===== src/rtl/rfi_pkg.sv =====
package rfi_pkg;
  localparam int REG_W = 64;

  // architectural (big-endian) bit numbers
  localparam int ABIT_HV  = 3;
  localparam int ABIT_ME  = 51;
  localparam int ABIT_EE  = 48;
  localparam int ABIT_PR  = 49;
  localparam int ABIT_IR  = 58;
  localparam int ABIT_DR  = 59;
  localparam int ABIT_TS0 = 29;
  localparam int ABIT_TS2 = 31;

  localparam logic [2:0] TS_SUSPENDED = 3'b010;
  localparam logic [2:0] TS_NONE      = 3'b000;

  typedef enum logic [2:0] {
    RULE_COPY,
    RULE_KEEP,
    RULE_HV_AND,
    RULE_ME_GATE,
    RULE_OR_PR,
    RULE_TS
  } rule_e;

  function automatic int arch_idx(input int n);
    return REG_W - 1 - n;
  endfunction

  // rule that governs vector index i
  function automatic rule_e rule_for_idx(input int i);
    int n;
    n = REG_W - 1 - i;
    if (n == ABIT_HV) return RULE_HV_AND;
    if (n == ABIT_ME) return RULE_ME_GATE;
    if (n == ABIT_EE || n == ABIT_IR || n == ABIT_DR) return RULE_OR_PR;
    if (n >= ABIT_TS0 && n <= ABIT_TS2) return RULE_TS;
    if ((n >= 33 && n <= 36) || (n >= 42 && n <= 47)) return RULE_KEEP;
    return RULE_COPY;
  endfunction

  function automatic logic [REG_W-1:0] align_addr(input logic [REG_W-1:0] a,
                                                  input int low_bits);
    logic [REG_W-1:0] m;
    m = '1;
    for (int k = 0; k < REG_W; k++)
      if (k < low_bits) m[k] = 1'b0;
    return a & m;
  endfunction
endpackage


===== src/rtl/rfi_state_merge.sv =====
module rfi_state_merge
  import rfi_pkg::*;
#(
  parameter int W = REG_W
) (
  input  logic [W-1:0] cur,
  input  logic [W-1:0] saved,
  output logic [W-1:0] merged,
  output logic         ts_keep,
  output logic         hv_now,
  output logic         pr_return
);
  localparam int TS_HI = arch_idx(ABIT_TS0);
  localparam int TS_LO = arch_idx(ABIT_TS2);
  localparam int HV_I  = arch_idx(ABIT_HV);
  localparam int PR_I  = arch_idx(ABIT_PR);

  assign hv_now    = cur[HV_I];
  assign pr_return = saved[PR_I];
  assign ts_keep   = (cur[TS_HI:TS_LO] == TS_SUSPENDED) &&
                     (saved[TS_HI:TS_LO] == TS_NONE);

  for (genvar i = 0; i < W; i++) begin : g_bit
    localparam rule_e RULE = rule_for_idx(i);
    if (RULE == RULE_HV_AND) begin : g_hv
      assign merged[i] = cur[i] & saved[i];
    end else if (RULE == RULE_ME_GATE) begin : g_me
      assign merged[i] = hv_now ? saved[i] : cur[i];
    end else if (RULE == RULE_OR_PR) begin : g_or
      assign merged[i] = saved[i] | pr_return;
    end else if (RULE == RULE_TS) begin : g_ts
      assign merged[i] = ts_keep ? cur[i] : saved[i];
    end else if (RULE == RULE_KEEP) begin : g_keep
      assign merged[i] = cur[i];
    end else begin : g_copy
      assign merged[i] = saved[i];
    end
  end
endmodule


===== src/rtl/rfi_addr_align.sv =====
module rfi_addr_align
  import rfi_pkg::*;
#(
  parameter int W        = REG_W,
  parameter int LOW_BITS = 2
) (
  input  logic [W-1:0] saved_addr,
  output logic [W-1:0] fetch_addr
);
  assign fetch_addr = align_addr(saved_addr, LOW_BITS);
endmodule


===== src/rtl/rfi_out_stage.sv =====
module rfi_out_stage #(
  parameter int W = 64
) (
  input  logic         clk,
  input  logic         rst,
  input  logic         load,
  input  logic [W-1:0] d,
  output logic [W-1:0] q,
  output logic         ok
);
  always_ff @(posedge clk) begin
    if (rst) begin
      q  <= '0;
      ok <= 1'b0;
    end else begin
      ok <= load;
      if (load) q <= d;
    end
  end
endmodule


===== src/rtl/rfi_restore.sv =====
module rfi_restore
  import rfi_pkg::*;
#(
  parameter int W          = REG_W,
  parameter int ALIGN_BITS = 2
) (
  input  logic         clk,
  input  logic         rst,
  input  logic         op_valid,
  input  logic [W-1:0] cur_state,
  input  logic [W-1:0] saved_addr,
  input  logic [W-1:0] saved_state,
  output logic [W-1:0] new_state,
  output logic         state_ok,
  output logic [W-1:0] new_addr,
  output logic         addr_ok
);
  logic [W-1:0] merged_state;
  logic [W-1:0] fetch_addr;
  logic         ts_keep;
  logic         hv_now;
  logic         pr_return;

  rfi_state_merge #(.W(W)) u_merge (
    .cur       (cur_state),
    .saved     (saved_state),
    .merged    (merged_state),
    .ts_keep   (ts_keep),
    .hv_now    (hv_now),
    .pr_return (pr_return)
  );

  rfi_addr_align #(.W(W), .LOW_BITS(ALIGN_BITS)) u_align (
    .saved_addr (saved_addr),
    .fetch_addr (fetch_addr)
  );

  rfi_out_stage #(.W(W)) u_state_q (
    .clk (clk), .rst (rst), .load (op_valid),
    .d   (merged_state), .q (new_state), .ok (state_ok)
  );

  rfi_out_stage #(.W(W)) u_addr_q (
    .clk (clk), .rst (rst), .load (op_valid),
    .d   (fetch_addr), .q (new_addr), .ok (addr_ok)
  );
endmodule


===== config.mk =====
export PLATFORM = sky130hd
export DESIGN_NAME = rfi_restore
export DESIGN_NICKNAME = d
export VERILOG_FILES = /design/src/rtl/rfi_pkg.sv /design/src/rtl/rfi_state_merge.sv /design/src/rtl/rfi_addr_align.sv /design/src/rtl/rfi_out_stage.sv /design/src/rtl/rfi_restore.sv
export SDC_FILE = /design/constraint.sdc
export NUM_CORES = 1
export LEC_CHECK = 0
export BUFFER_PORTS_ARGS = -buffer_cell sky130_fd_sc_hd__buf_2
export CORE_MARGIN = 10
export CORE_UTILIZATION = 48
export DETAILED_ROUTE_END_ITERATION = 10
export GPL_ROUTABILITY_DRIVEN = 0
export HOLD_SLACK_MARGIN = 0.1
export PLACE_DENSITY = 0.9
export SETUP_SLACK_MARGIN = 0.5
export SYNTH_ARGS = -nofsm -noshare
export SYNTH_HDL_FRONTEND = slang
export SYNTH_HIERARCHICAL = 1
export SYNTH_SLANG_ARGS = --single-unit

===== constraint.sdc =====
create_clock -name clk -period 2 [get_ports clk]
set_clock_uncertainty 0.2 [all_clocks]
set_input_delay 0.2 -clock clk [delete_from_list [all_inputs] [get_ports clk]]
set_output_delay 0.2 -clock clk [all_outputs]
set_load 0.05 [all_outputs]

==> out/results.tsv, run 1 <==
stage	metric	value	unit
outcome	status	stopped before the end	
outcome	Failed at	clock tree synthesis	
outcome	stop err	[ERROR RSZ-0060] Max buffer count reached.	
cts	clk buf depth	2	
placement	hpwl dp	10400	microns
synthesis	Yosys warnings	6	
cts	Post-CTS Resized	0	
cts	cts hold-fix bufs	169	
floorplan	Chip Width	128	microns
cts	Post-CTS Repair Setup Buffers	0	
cts	number of CTS-inserted buffers	17	
floorplan	Die H	128	microns
floorplan	row count	39	
synthesis	post-synthesis cell count	547	
synthesis	syn_area_per_cell	10.2	sq um
placement	port bufs	263	
cts	Clk Tree Root Cell	clkbuf_16	
floorplan	initial core utilization	0.490	
cts	H-tree depth	4	
synthesis	Post-Syn Area	5600	sq um
placement	Placed Area	6070	sq um
cts	Sink Count	130	
floorplan	I/O pin count	325	
==> per-stage QoR <==
step                      instances  setup WS [ns]  hold WS [ns]
after floorplan                 548          0.914         0.222
after global placement          811          0.599         0.231
after detailed placement        811          0.563         0.240
==> run 2: changes to the inputs <==
CORE_UTILIZATION = 40   (was 48)
HOLD_SLACK_MARGIN = default   (was 0.1)
PLACE_DENSITY = default   (was 0.9)
PLACE_DENSITY_LB_ADDON = 0.15   (was default)
SETUP_SLACK_MARGIN = default   (was 0.5)
==> run 2 against run 1 <==
  * The flow now finishes without violations
  * Synthesized area stayed put
  * Synthesized cell count unchanged
==> out/results.tsv, run 2 <==
stage	metric	value	unit	change
sta	RSZ-0062 raised after global routing	no		
critical_path	crit path launch type	primary input		
critical_path	WP data required	2.09	ns	
sta	Final min period	1.76	ns	
placement	port bufs	263		unchanged
cells_and_area	most frequent cells in the layout	261 x buf_2, 149 x dlygate4sd3_1, 130 x dfxtp_1		
routing	Routed WL	16300	microns	
cells_and_area	Layout area overhead	45.7	%	
cts	number of CTS-inserted buffers	17		unchanged
floorplan	initial core utilization	0.407		was 0.490
grt	grt total ovfl	0		
power_and_ir_drop	Leak	4.27	nW	
grt	Tot GR Track Use	0.166		
worst_hold_path	type of the most critical hold path	in2reg		
cts	CTS tree	built		
floorplan	I/O pin count	325		unchanged
cts	Clk Tree Root Cell	clkbuf_16		unchanged
critical_path	critical path type	in2reg		
outcome	status	finished clean		was stopped before the end
critical_path	Worst path most repeated cell	dlygate4sd3_1		
cts	Skew-Pair Late Insertion Delay	0.41	ns	
routing	number of remaining DRC errors	0		
grt	global-route wire length before repair	25900	microns	
floorplan	row count	43		was 39
floorplan	die footprint	19100	sq um	
sta	Hold Fails Final Rpt	0		
routing	Via density	4.40		
routing	Detail Route Antenna Nets	0		
sta	Final setup viols	0		
sta	setup_tns	0	ns	
synthesis	Post-Syn Area	5600	sq um	unchanged
job	Max Cap Viol	0		
routing	1st-pass router iterations	4		
synthesis	syn_area_per_cell	10.2	sq um	unchanged
sta	Final period util	0.881		
grt	number of global-route vias before repair	4909		
synthesis	post-synthesis cell count	547		unchanged
cts	Clock Pin Slew Worst Setup and Hold Paths	0.06	ns	
floorplan	CORE AREA	13800	sq um	
critical_path	Buf+Inv Stages, Crit Path	3		
power_and_ir_drop	Power Total	7.06	mW	
floorplan	Chip Width	138	microns	was 128 microns
critical_path	critical path arrival	1.85	ns	
critical_path	CP top delay family	buffers and inverters		
floorplan	Die H	138	microns	was 128 microns
grt	largest net degree at the start of global routing	61		
cts	H-tree depth	4		unchanged
synthesis	Yosys warnings	6		unchanged
sta	Hold Slack	0.0325	ns	
cts	Post-CTS Repair Setup Buffers	0		unchanged
cells_and_area	share of post-route cells with drive strength above 1	0.357		
cts	clk buf depth	2		unchanged
power_and_ir_drop	P per Cell Area	866	nW/um^2	
power_and_ir_drop	worst vdd ir	496	uV	
routing	DR vias	4527		
cells_and_area	Largest regs	u_addr_q/q x64, u_state_q/q x64		
critical_path	CP max stage delay	0.56	ns	
critical_path	crit path max-delay cell type	dlygate4sd3_1		
sta	max-slew violation count	0		
grt	initial antenna violation count	2		
critical_path	critical path cell sequence	dlygate4sd3_1 -> buf_2 -> mux2_2 -> dlygate4sd3_1 -> mux2i_1 -> nor2_1		
placement	hpwl dp	10600	microns	was 10400 microns
cts	Sink Count	130		unchanged
sta	Peak Freq	568	MHz	
routing	1st-iter DRT viols	132		
critical_path	crit path max fanout	1		
cells_and_area	Final nets	1033		
cells_and_area	most common cell after layout, fill and taps aside	buf_2		
routing	WL/cell	15.8	microns	
critical_path	crit end category	register		
==> run 2: through the flow <==
stage / area (sq um) / utilization / std cells / worst slack [ns]
finish: 8160 / 0.592 / 1030 / 0.238
global route: 8160 / 0.592 / 1030 / 0.205
CTS: 8150 / 0.592 / 1028 / 0.261
detailed placement: 6140 / 0.446 / 850 / 0.608
global placement: 6140 / 0.446 / 850 / 0.639
floorplan: 5600 / - / 548 / 0.914
==> run 2: worst register-to-register path, cell delays in order (launching register included) <==
cell and delay (ns):
dfxtp_1 0.32, mux2i_1 0.18, nor2_1 0.05, dlygate4sd3_1 0.56
==> run 2: report_power, final <==
group | total (mW) | leakage, nW | switching [mW] | internal, mW
Clock | 2.75 | 0.255 | 1.05 | 1.70
Combinational | 1.48 | 2.94 | 0.910 | 0.571
Sequential | 2.82 | 1.07 | 0.0746 | 2.75
==> run 2: layout make-up <==
type,instances,area (sq um)
multi-input cells,268,1850
diodes,2,5.00
clock inverters,7,62.6
repair buffers,421,2960
fillers,1201,5620
clock buffers,22,454
well taps,180,225
flip-flops and latches,130,2600
==> run 2: path summary, 6_finish.rpt <==
kind | from | end | slack, ns | cells after the start
worst min register to register | u_state_q/q[33] | u_state_q/q[33] | 0.28 | 2
worst max register to register | u_addr_q/q[58] | u_addr_q/q[58] | 0.57 | 3
worst min-delay path | op_valid | u_state_q/q[8] | 0.03 | 3
worst max-delay path | saved_state[12] | u_state_q/q[12] | 0.24 | 6
==> run 2: metal layers <==
layer / GRT usage / vias up / part of all wire
met5: 0 / - / 0
met4: 0.0877 / 0 / 0.032
met3: 0.0647 / 39 / 0.071
met2: 0.293 / 173 / 0.52
met1: 0.166 / 2082 / 0.37
li1: - / 2233 / -
==> run 2: what timing repair did <==
item | CTS | global route
hold endpoints to repair | 127 | 0
resized for setup | 0 | 0
hold buffers | 149 | 0
Power figures use the tool's default switching activity.
